<file path="src/rtl/spi_rm_pkg.sv">
package spi_rm_pkg;
  localparam int unsigned OFF_CTRL  = 'h00;
  localparam int unsigned OFF_CFG   = 'h04;
  localparam int unsigned OFF_TX    = 'h08;
  localparam int unsigned OFF_RX    = 'h0C;
  localparam int unsigned OFF_CAUSE = 'h10;
  localparam int unsigned OFF_TIM   = 'h18;

  localparam int unsigned CTRL_EN_BIT  = 0;
  localparam int unsigned CTRL_CS_LSB  = 2;
  localparam int unsigned CFG_WIDE_BIT = 5;
  localparam int unsigned CFG_CPOL_BIT = 11;
  localparam int unsigned CFG_CPHA_BIT = 12;
  localparam int unsigned TIM_DLY_LSB  = 6;

  localparam logic [1:0] DLY_RESET = 2'd1;
  localparam logic [1:0] DLY_LATE  = 2'd2;

  typedef enum logic [1:0] {ST_IDLE, ST_SHIFT, ST_TAIL} shift_state_e;
endpackage

</file>
<file path="src/rtl/spi_rm_regs.sv">
module spi_rm_regs
  import spi_rm_pkg::*;
#(
  parameter int unsigned ADDR_W   = 8,
  parameter int unsigned DATA_W   = 32,
  parameter int unsigned CS_W     = 3,
  parameter int unsigned FRAME_W  = 16,
  parameter int unsigned NARROW_W = 8
) (
  input  logic               clk_i,
  input  logic               rst_ni,
  input  logic               we_i,
  input  logic [ADDR_W-1:0]  addr_i,
  input  logic [DATA_W-1:0]  wdata_i,
  output logic [DATA_W-1:0]  rdata_o,
  input  logic               busy_i,
  input  logic               frame_end_i,
  input  logic [FRAME_W-1:0] rx_i,
  output logic               cs_en_o,
  output logic [CS_W-1:0]    cs_sel_o,
  output logic               cpol_o,
  output logic               cpha_o,
  output logic               wide_o,
  output logic               dly_late_o,
  output logic               start_o,
  output logic [FRAME_W-1:0] tx_o
);
  logic            cs_en_q, cpol_q, cpha_q, wide_q, done_q;
  logic [CS_W-1:0] cs_sel_q;
  logic [1:0]      dly_q;

  logic hit_ctrl, hit_cfg, hit_tx, hit_rx, hit_cause, hit_tim;
  assign hit_ctrl  = addr_i == ADDR_W'(OFF_CTRL);
  assign hit_cfg   = addr_i == ADDR_W'(OFF_CFG);
  assign hit_tx    = addr_i == ADDR_W'(OFF_TX);
  assign hit_rx    = addr_i == ADDR_W'(OFF_RX);
  assign hit_cause = addr_i == ADDR_W'(OFF_CAUSE);
  assign hit_tim   = addr_i == ADDR_W'(OFF_TIM);

  assign start_o = we_i && hit_tx && !busy_i;
  assign tx_o    = wdata_i[FRAME_W-1:0];

  always_ff @(posedge clk_i or negedge rst_ni) begin
    if (!rst_ni) begin
      cs_en_q  <= 1'b0;
      cs_sel_q <= '0;
      cpol_q   <= 1'b0;
      cpha_q   <= 1'b0;
      wide_q   <= 1'b0;
      dly_q    <= DLY_RESET;
      done_q   <= 1'b0;
    end else begin
      if (we_i && hit_ctrl) begin
        cs_en_q  <= wdata_i[CTRL_EN_BIT];
        cs_sel_q <= wdata_i[CTRL_CS_LSB +: CS_W];
      end
      if (we_i && hit_cfg) begin
        wide_q <= wdata_i[CFG_WIDE_BIT];
        cpol_q <= wdata_i[CFG_CPOL_BIT];
        cpha_q <= wdata_i[CFG_CPHA_BIT];
      end
      if (we_i && hit_tim) dly_q <= wdata_i[TIM_DLY_LSB +: 2];
      if (start_o)                                  done_q <= 1'b0;
      else if (frame_end_i)                         done_q <= 1'b1;
      else if (we_i && hit_cause && wdata_i == '0)  done_q <= 1'b0;
    end
  end

  always_comb begin
    rdata_o = '0;
    if (hit_ctrl) begin
      rdata_o[CTRL_EN_BIT]           = cs_en_q;
      rdata_o[CTRL_CS_LSB +: CS_W]   = cs_sel_q;
    end
    if (hit_cfg) begin
      rdata_o[CFG_WIDE_BIT] = wide_q;
      rdata_o[CFG_CPOL_BIT] = cpol_q;
      rdata_o[CFG_CPHA_BIT] = cpha_q;
    end
    if (hit_rx)    rdata_o[FRAME_W-1:0] = wide_q ? rx_i : FRAME_W'(rx_i[NARROW_W-1:0]);
    if (hit_cause) rdata_o[0] = done_q;
    if (hit_tim)   rdata_o[TIM_DLY_LSB +: 2] = dly_q;
  end

  assign cs_en_o    = cs_en_q;
  assign cs_sel_o   = cs_sel_q;
  assign cpol_o     = cpol_q;
  assign cpha_o     = cpha_q;
  assign wide_o     = wide_q;
  assign dly_late_o = dly_q == DLY_LATE;


  done_rise_chk: assert property (@(posedge clk_i) disable iff (!rst_ni)
    $rose(done_q) |-> $past(frame_end_i));

  start_clear_chk: assert property (@(posedge clk_i) disable iff (!rst_ni)
    start_o |=> !done_q);
endmodule

</file>
<file path="src/rtl/spi_rm_shift.sv">
module spi_rm_shift
  import spi_rm_pkg::*;
#(
  parameter int unsigned FRAME_W  = 16,
  parameter int unsigned NARROW_W = 8
) (
  input  logic               clk_i,
  input  logic               rst_ni,
  input  logic               start_i,
  input  logic [FRAME_W-1:0] tx_i,
  input  logic               wide_i,
  input  logic               cpol_i,
  input  logic               cpha_i,
  input  logic               dly_late_i,
  input  logic               tick_i,
  input  logic               miso_i,
  output logic               busy_o,
  output logic               frame_end_o,
  output logic [FRAME_W-1:0] rx_o,
  output logic               sck_o,
  output logic               mosi_o
);
  localparam int unsigned CNT_W = $clog2(2 * FRAME_W + 1);
  localparam logic [CNT_W-1:0] EDGES_WIDE   = CNT_W'(2 * FRAME_W);
  localparam logic [CNT_W-1:0] EDGES_NARROW = CNT_W'(2 * NARROW_W);

  shift_state_e       state_q;
  logic [CNT_W-1:0]   ecnt_q, edge_k, edges_tot;
  logic [FRAME_W-1:0] sh_q, rx_q;
  logic               sck_q, pend_q, wide_q;
  logic               edge_go, lead, samp_edge, shift_edge, last_edge, cap_now;

  assign edges_tot  = wide_q ? EDGES_WIDE : EDGES_NARROW;
  assign edge_go    = (state_q == ST_SHIFT) && tick_i;
  assign edge_k     = ecnt_q + 1'b1;
  assign lead       = edge_k[0];
  assign samp_edge  = cpha_i ? !lead : lead;
  assign shift_edge = cpha_i ? (lead && ecnt_q >= CNT_W'(2)) : !lead;
  assign last_edge  = edge_k == edges_tot;
  assign cap_now    = dly_late_i ? pend_q : (edge_go && samp_edge);
  assign frame_end_o = (edge_go && last_edge && !dly_late_i) || (state_q == ST_TAIL);

  always_ff @(posedge clk_i or negedge rst_ni) begin
    if (!rst_ni) begin
      state_q <= ST_IDLE;
      ecnt_q  <= '0;
      sh_q    <= '0;
      rx_q    <= '0;
      sck_q   <= 1'b0;
      pend_q  <= 1'b0;
      wide_q  <= 1'b0;
    end else begin
      pend_q <= edge_go && samp_edge;
      if (cap_now) rx_q <= {rx_q[FRAME_W-2:0], miso_i};
      unique case (state_q)
        ST_IDLE: begin
          sck_q <= cpol_i;
          if (start_i) begin
            state_q <= ST_SHIFT;
            ecnt_q  <= '0;
            wide_q  <= wide_i;
            rx_q    <= '0;
            sh_q    <= wide_i ? tx_i : {tx_i[NARROW_W-1:0], (FRAME_W - NARROW_W)'(0)};
          end
        end
        ST_SHIFT: if (tick_i) begin
          sck_q  <= !sck_q;
          ecnt_q <= edge_k;
          if (shift_edge) sh_q <= {sh_q[FRAME_W-2:0], 1'b0};
          if (last_edge) state_q <= dly_late_i ? ST_TAIL : ST_IDLE;
        end
        ST_TAIL: state_q <= ST_IDLE;
        default: state_q <= ST_IDLE;
      endcase
    end
  end

  assign busy_o = state_q != ST_IDLE;
  assign rx_o   = rx_q;
  assign sck_o  = sck_q;
  assign mosi_o = sh_q[FRAME_W-1];


  sck_hold_chk: assert property (@(posedge clk_i) disable iff (!rst_ni)
    (state_q == ST_SHIFT && !tick_i) |=> $stable(sck_q));

  edge_bound_chk: assert property (@(posedge clk_i) disable iff (!rst_ni)
    ecnt_q <= edges_tot);

  sck_idle_chk: assert property (@(posedge clk_i) disable iff (!rst_ni)
    (state_q == ST_IDLE && $past(state_q == ST_IDLE) && $stable(cpol_i)) |-> sck_q == cpol_i);
endmodule

</file>
<file path="src/rtl/spi_rm_cs_dec.sv">
module spi_rm_cs_dec #(
  parameter int unsigned NUM_CS = 8,
  parameter int unsigned CS_W   = 3
) (
  input  logic              en_i,
  input  logic [CS_W-1:0]   sel_i,
  output logic [NUM_CS-1:0] cs_no
);
  for (genvar g = 0; g < NUM_CS; g++) begin : g_cs
    assign cs_no[g] = !(en_i && sel_i == CS_W'(g));
  end
endmodule

</file>
<file path="src/rtl/spi_reg_master.sv">
module spi_reg_master
  import spi_rm_pkg::*;
#(
  parameter int unsigned ADDR_W   = 8,
  parameter int unsigned DATA_W   = 32,
  parameter int unsigned NUM_CS   = 8,
  parameter int unsigned FRAME_W  = 16,
  parameter int unsigned NARROW_W = 8
) (
  input  logic              clk_i,
  input  logic              rst_ni,
  input  logic              we_i,
  input  logic [ADDR_W-1:0] addr_i,
  input  logic [DATA_W-1:0] wdata_i,
  output logic [DATA_W-1:0] rdata_o,
  input  logic              sck_en_i,
  input  logic              miso_i,
  output logic              sck_o,
  output logic              mosi_o,
  output logic [NUM_CS-1:0] cs_no_o
);
  localparam int unsigned CS_W = $clog2(NUM_CS);

  logic               cs_en, cpol, cpha, wide, dly_late, start, busy, frame_end;
  logic [CS_W-1:0]    cs_sel;
  logic [FRAME_W-1:0] tx, rx;

  spi_rm_regs #(
    .ADDR_W(ADDR_W), .DATA_W(DATA_W), .CS_W(CS_W),
    .FRAME_W(FRAME_W), .NARROW_W(NARROW_W)
  ) i_regs (
    .clk_i, .rst_ni, .we_i, .addr_i, .wdata_i, .rdata_o,
    .busy_i(busy), .frame_end_i(frame_end), .rx_i(rx),
    .cs_en_o(cs_en), .cs_sel_o(cs_sel), .cpol_o(cpol), .cpha_o(cpha),
    .wide_o(wide), .dly_late_o(dly_late), .start_o(start), .tx_o(tx)
  );

  spi_rm_shift #(.FRAME_W(FRAME_W), .NARROW_W(NARROW_W)) i_shift (
    .clk_i, .rst_ni, .start_i(start), .tx_i(tx), .wide_i(wide),
    .cpol_i(cpol), .cpha_i(cpha), .dly_late_i(dly_late), .tick_i(sck_en_i),
    .miso_i, .busy_o(busy), .frame_end_o(frame_end), .rx_o(rx),
    .sck_o, .mosi_o
  );

  spi_rm_cs_dec #(.NUM_CS(NUM_CS), .CS_W(CS_W)) i_cs (
    .en_i(cs_en), .sel_i(cs_sel), .cs_no(cs_no_o)
  );


  cs_onehot_chk: assert property (@(posedge clk_i) disable iff (!rst_ni)
    $onehot0(~cs_no_o));
endmodule

</file>
<file path="config.mk">
export PLATFORM = sky130hd
export DESIGN_NAME = spi_reg_master
export DESIGN_NICKNAME = d
export VERILOG_FILES = /design/src/rtl/spi_rm_pkg.sv /design/src/rtl/spi_rm_regs.sv /design/src/rtl/spi_rm_shift.sv /design/src/rtl/spi_rm_cs_dec.sv /design/src/rtl/spi_reg_master.sv
export SDC_FILE = /design/constraint.sdc
export NUM_CORES = 1
export LEC_CHECK = 0
export BUFFER_PORTS_ARGS = -buffer_cell sky130_fd_sc_hd__buf_2
export CAP_MARGIN = 30
export CORE_UTILIZATION = 57
export DETAILED_ROUTE_END_ITERATION = 8
export GPL_TIMING_DRIVEN = 0
export HOLD_SLACK_MARGIN = 0.12
export PLACE_DENSITY = 0.89
export SYNTH_ARGS = -nofsm -noshare
export SYNTH_HDL_FRONTEND = slang
export SYNTH_HIERARCHICAL = 1
export SYNTH_SLANG_ARGS = --single-unit
</file>
<file path="constraint.sdc">
create_clock -name clk_i -period 4.6 [get_ports clk_i]
set_input_delay 1.38 -clock clk_i [delete_from_list [all_inputs] [get_ports clk_i]]
set_output_delay 1.38 -clock clk_i [all_outputs]
set_load 0.01 [all_outputs]
</file>
==> impl_metrics.env <==
export IMPL_tritoncts="done"
export IMPL_r2r_end="i_shift/sh_q[3]"
export IMPL_ios=87
export IMPL_setup_violations=0
export IMPL_r2r_slack_ps=2080
export IMPL_diodes=0
export IMPL_dieHeight_um=78.3
export IMPL_post_cts_repair_setup_buffers=0
export IMPL_die_area_sq_um=6130
export IMPL_synth_seq_cells=53
export IMPL_dp_hpwl_mm=5.80
export IMPL_async_flop_share=1.00
export IMPL_p_leak_nw=1.93
export IMPL_rsz0062_at_grt="no"
export IMPL_synth_ff_type="dfrtp_1"
export IMPL_yosysSeqAreaShare=0.400
export IMPL_power_density_nw_per_um2=380
export IMPL_syn_area_sq_um=3320
export IMPL_route_vias_total=2848
export IMPL_slew_violations=0
export IMPL_ys_warn_count=6
export IMPL_fin_crit_sh=0.951
export IMPL_clockBufferDepth=2
export IMPL_start_kind="input pin"
export IMPL_wl_mm=7.57
export IMPL_grt_max_degree=39
export IMPL_antenna_found_initial=0
export IMPL_avgViaCountPerCell=5.60
export IMPL_outcome="completed"
export IMPL_worst_slew_pin_slew_ps=535
export IMPL_cpPeakStageDelay_ps=560
export IMPL_clk_latency_ps=310
export IMPL_min_period_ps=4370
export IMPL_finalSetupTns_ps=0
export IMPL_path_cells="buf_2, or4_4, or3_4, nor3b_4, a32o_2, buf_2"
export IMPL_worst_setup_path_type="input pin to output pin"
export IMPL_htreeDepth=2
export IMPL_port_buffers=70
export IMPL_hp_start="i_shift/sh_q[4]"
export IMPL_initial_core_util=0.598
export IMPL_maxCapViolations=0
export IMPL_hold_path_class="flop to flop"
export IMPL_synth_cell_types=53
export IMPL_hold_end="i_shift/sh_q[4]"
export IMPL_avgSynthCellArea_sq_um=9.67
export IMPL_clock_skew_ps=5.47
export IMPL_num_fill_cells=415
export IMPL_ir_drop_v=0.000206
export IMPL_cp_arrival_ps=2990
export IMPL_drtIter0Drc=164
export IMPL_ant_nets=0
export IMPL_drtPass1Iterations=4
export IMPL_hold_violations=0
export IMPL_layout_drive_gt1_share=0.378
export IMPL_cp_required_ps=3220
export IMPL_r2r_start="i_shift/state_q[1]"
export IMPL_cts_buffers=5
export IMPL_route_detailed_drc=0
export IMPL_nets=483
export IMPL_hold_slack_ps=513
export IMPL_area_delta_synth_final_pct=18.6
export IMPL_cts_resized=0
export IMPL_core_area_sq_um=5540
export IMPL_relSlewSlack=0.639
export IMPL_cp_max_fo=4
export IMPL_clk_pin_slew_ps=90
export IMPL_layout_common_cells="74 x buf_2, 52 x dfrtp_1, 51 x nand2_1"
export IMPL_clockRootBuffer="clkbuf_8"
export IMPL_rows=27
export IMPL_startpoint="addr_i[4]"
export IMPL_min_path_cells=1
export IMPL_grt_usage=0.262
export IMPL_ff2ff_path_depth=10
export IMPL_layout_commonest_cell="buf_2"
export IMPL_die_w_um=78.3
export IMPL_cpMaxStageDelayCell="or4_4"
export IMPL_multi_input_area_sq_um=1630
export IMPL_critPathCaptureType="output pin"
export IMPL_synth_edf_count=0
export IMPL_cts_sinks=53
export IMPL_gr_total_overflow=0
export IMPL_wl_per_cell_um=14.9
export IMPL_grt_pass1_vias=2652
export IMPL_synthCells=343
export IMPL_seqCellArea_sq_um=1330
export IMPL_place_congestion=0.934
export IMPL_grt_pass1_wl_mm=12.4
export IMPL_critPathMostFrequentCell="buf_2"
export IMPL_cts_hold_buf=0
export IMPL_clock_fmax_mhz=229
[registers in the layout, summed over array words and instances (netlist names)]
signal and cells:
i_regs/dly_q 2, i_regs/cs_sel_o 3, i_shift/wide_q 1, i_regs/cs_en_o 1
i_shift/rx_o 16, i_regs/cpha_o 1, i_regs/done_q 1, i_shift/state_q 2
i_regs/cpol_o 1, i_shift/pend_q 1, i_shift/sck_o 1, i_shift/ecnt_q 6
i_regs/wide_o 1, i_shift/sh_q 16
[synthesized netlist by cell type, types with 3 or more instances]
library cell | n | area [sq um]
a21oi_1 | 3 | 15.0
a22o_1 | 7 | 61.3
and2b_2 | 3 | 26.3
and3_1 | 8 | 50.1
buf_2 | 4 | 20.0
buf_4 | 32 | 240
buf_6 | 6 | 67.6
clkbuf_1 | 7 | 26.3
dfrtp_1 | 52 | 1300
inv_1 | 5 | 18.8
mux2_2 | 15 | 169
mux2_4 | 10 | 150
mux2i_1 | 8 | 80.1
nand2_1 | 51 | 191
nand3_1 | 23 | 115
nand4b_1 | 5 | 43.8
nand4bb_1 | 3 | 33.8
nor2_1 | 7 | 26.3
nor3_1 | 4 | 20.0
nor4_1 | 9 | 56.3
nor4b_1 | 3 | 26.3
o21ai_0 | 36 | 180
xor2_1 | 3 | 26.3
[power by group]
part	internal, mW	switching (mW)	total, mW
sequential	0.595	0.103	0.698
combinational	0.246	0.262	0.509
clock	0.136	0.150	0.287
total	0.977	0.516	1.49
[layer usage]
| metal | share of wire | GRT usage | vias up | routed length [um] |
|---|---|---|---|---|
| li1 | - | - | 1367 | - |
| met1 | 0.42 | 0.328 | 1359 | 3210 |
| met2 | 0.49 | 0.442 | 105 | 3740 |
| met3 | 0.060 | 0.0512 | 17 | 452 |
| met4 | 0.022 | 0.109 | 0 | 164 |
| met5 | 0 | 0 | - | 0 |
[logic make-up (layout without fill, tap and decap cells)]
family,count (synthesis),in the layout,share of synthesized area
AO/OA/AOI/OAI,58,58,0.110
XOR/XNOR,4,4,0.0106
adder cells (fa/ha/maj),2,2,0.00755
buffers and inverters,58,137,0.124
flip-flops,53,53,0.400
multiplexers,33,33,0.120
other,1,16,0.00113
AND/OR/NAND/NOR,134,134,0.226
[stage by stage]
stage | instance area [sq um] | instances | worst slack [ps] | total power [mW] | util
after floorplan | 3370 | 358 | 546 | 1.06 | -
after detailed placement | 3830 | 501 | 253 | 1.21 | 0.692
after CTS | 3930 | 509 | 247 | 1.50 | 0.710
final | 3930 | 509 | 228 | 1.49 | 0.710
after global placement | 3810 | 500 | 269 | 1.18 | 0.688
after global routing | 3930 | 509 | 182 | 1.59 | 0.710
[worst max-delay path by stage]
stage                   to  cells after the start
2_1_floorplan   rdata_o[5]                      4
3_3_place_gp   rdata_o[12]                      6
3_5_place_dp   rdata_o[12]                      6
4_1_cts        rdata_o[12]                      6
5_1_grt        rdata_o[12]                      6
6_report       rdata_o[12]                      6
[worst max-delay path: cells and delay by family]
family / cells / cell delay, ps
compound gates: 1 / 170
buf+inv: 2 / 250
simple gates: 3 / 1190
[area by class of cell]
class | instances | area share
timing repair buffer | 71 | 0.0941
buffer | 53 | 0.0996
clock buffer | 7 | 0.0245
clock inverter | 1 | 0.00127
sequential | 53 | 0.337
multi-input combinational | 247 | 0.415
tap | 72 | 0.0229
inverter | 5 | 0.00477
Note: power is estimated with default switching activity, not from simulation.
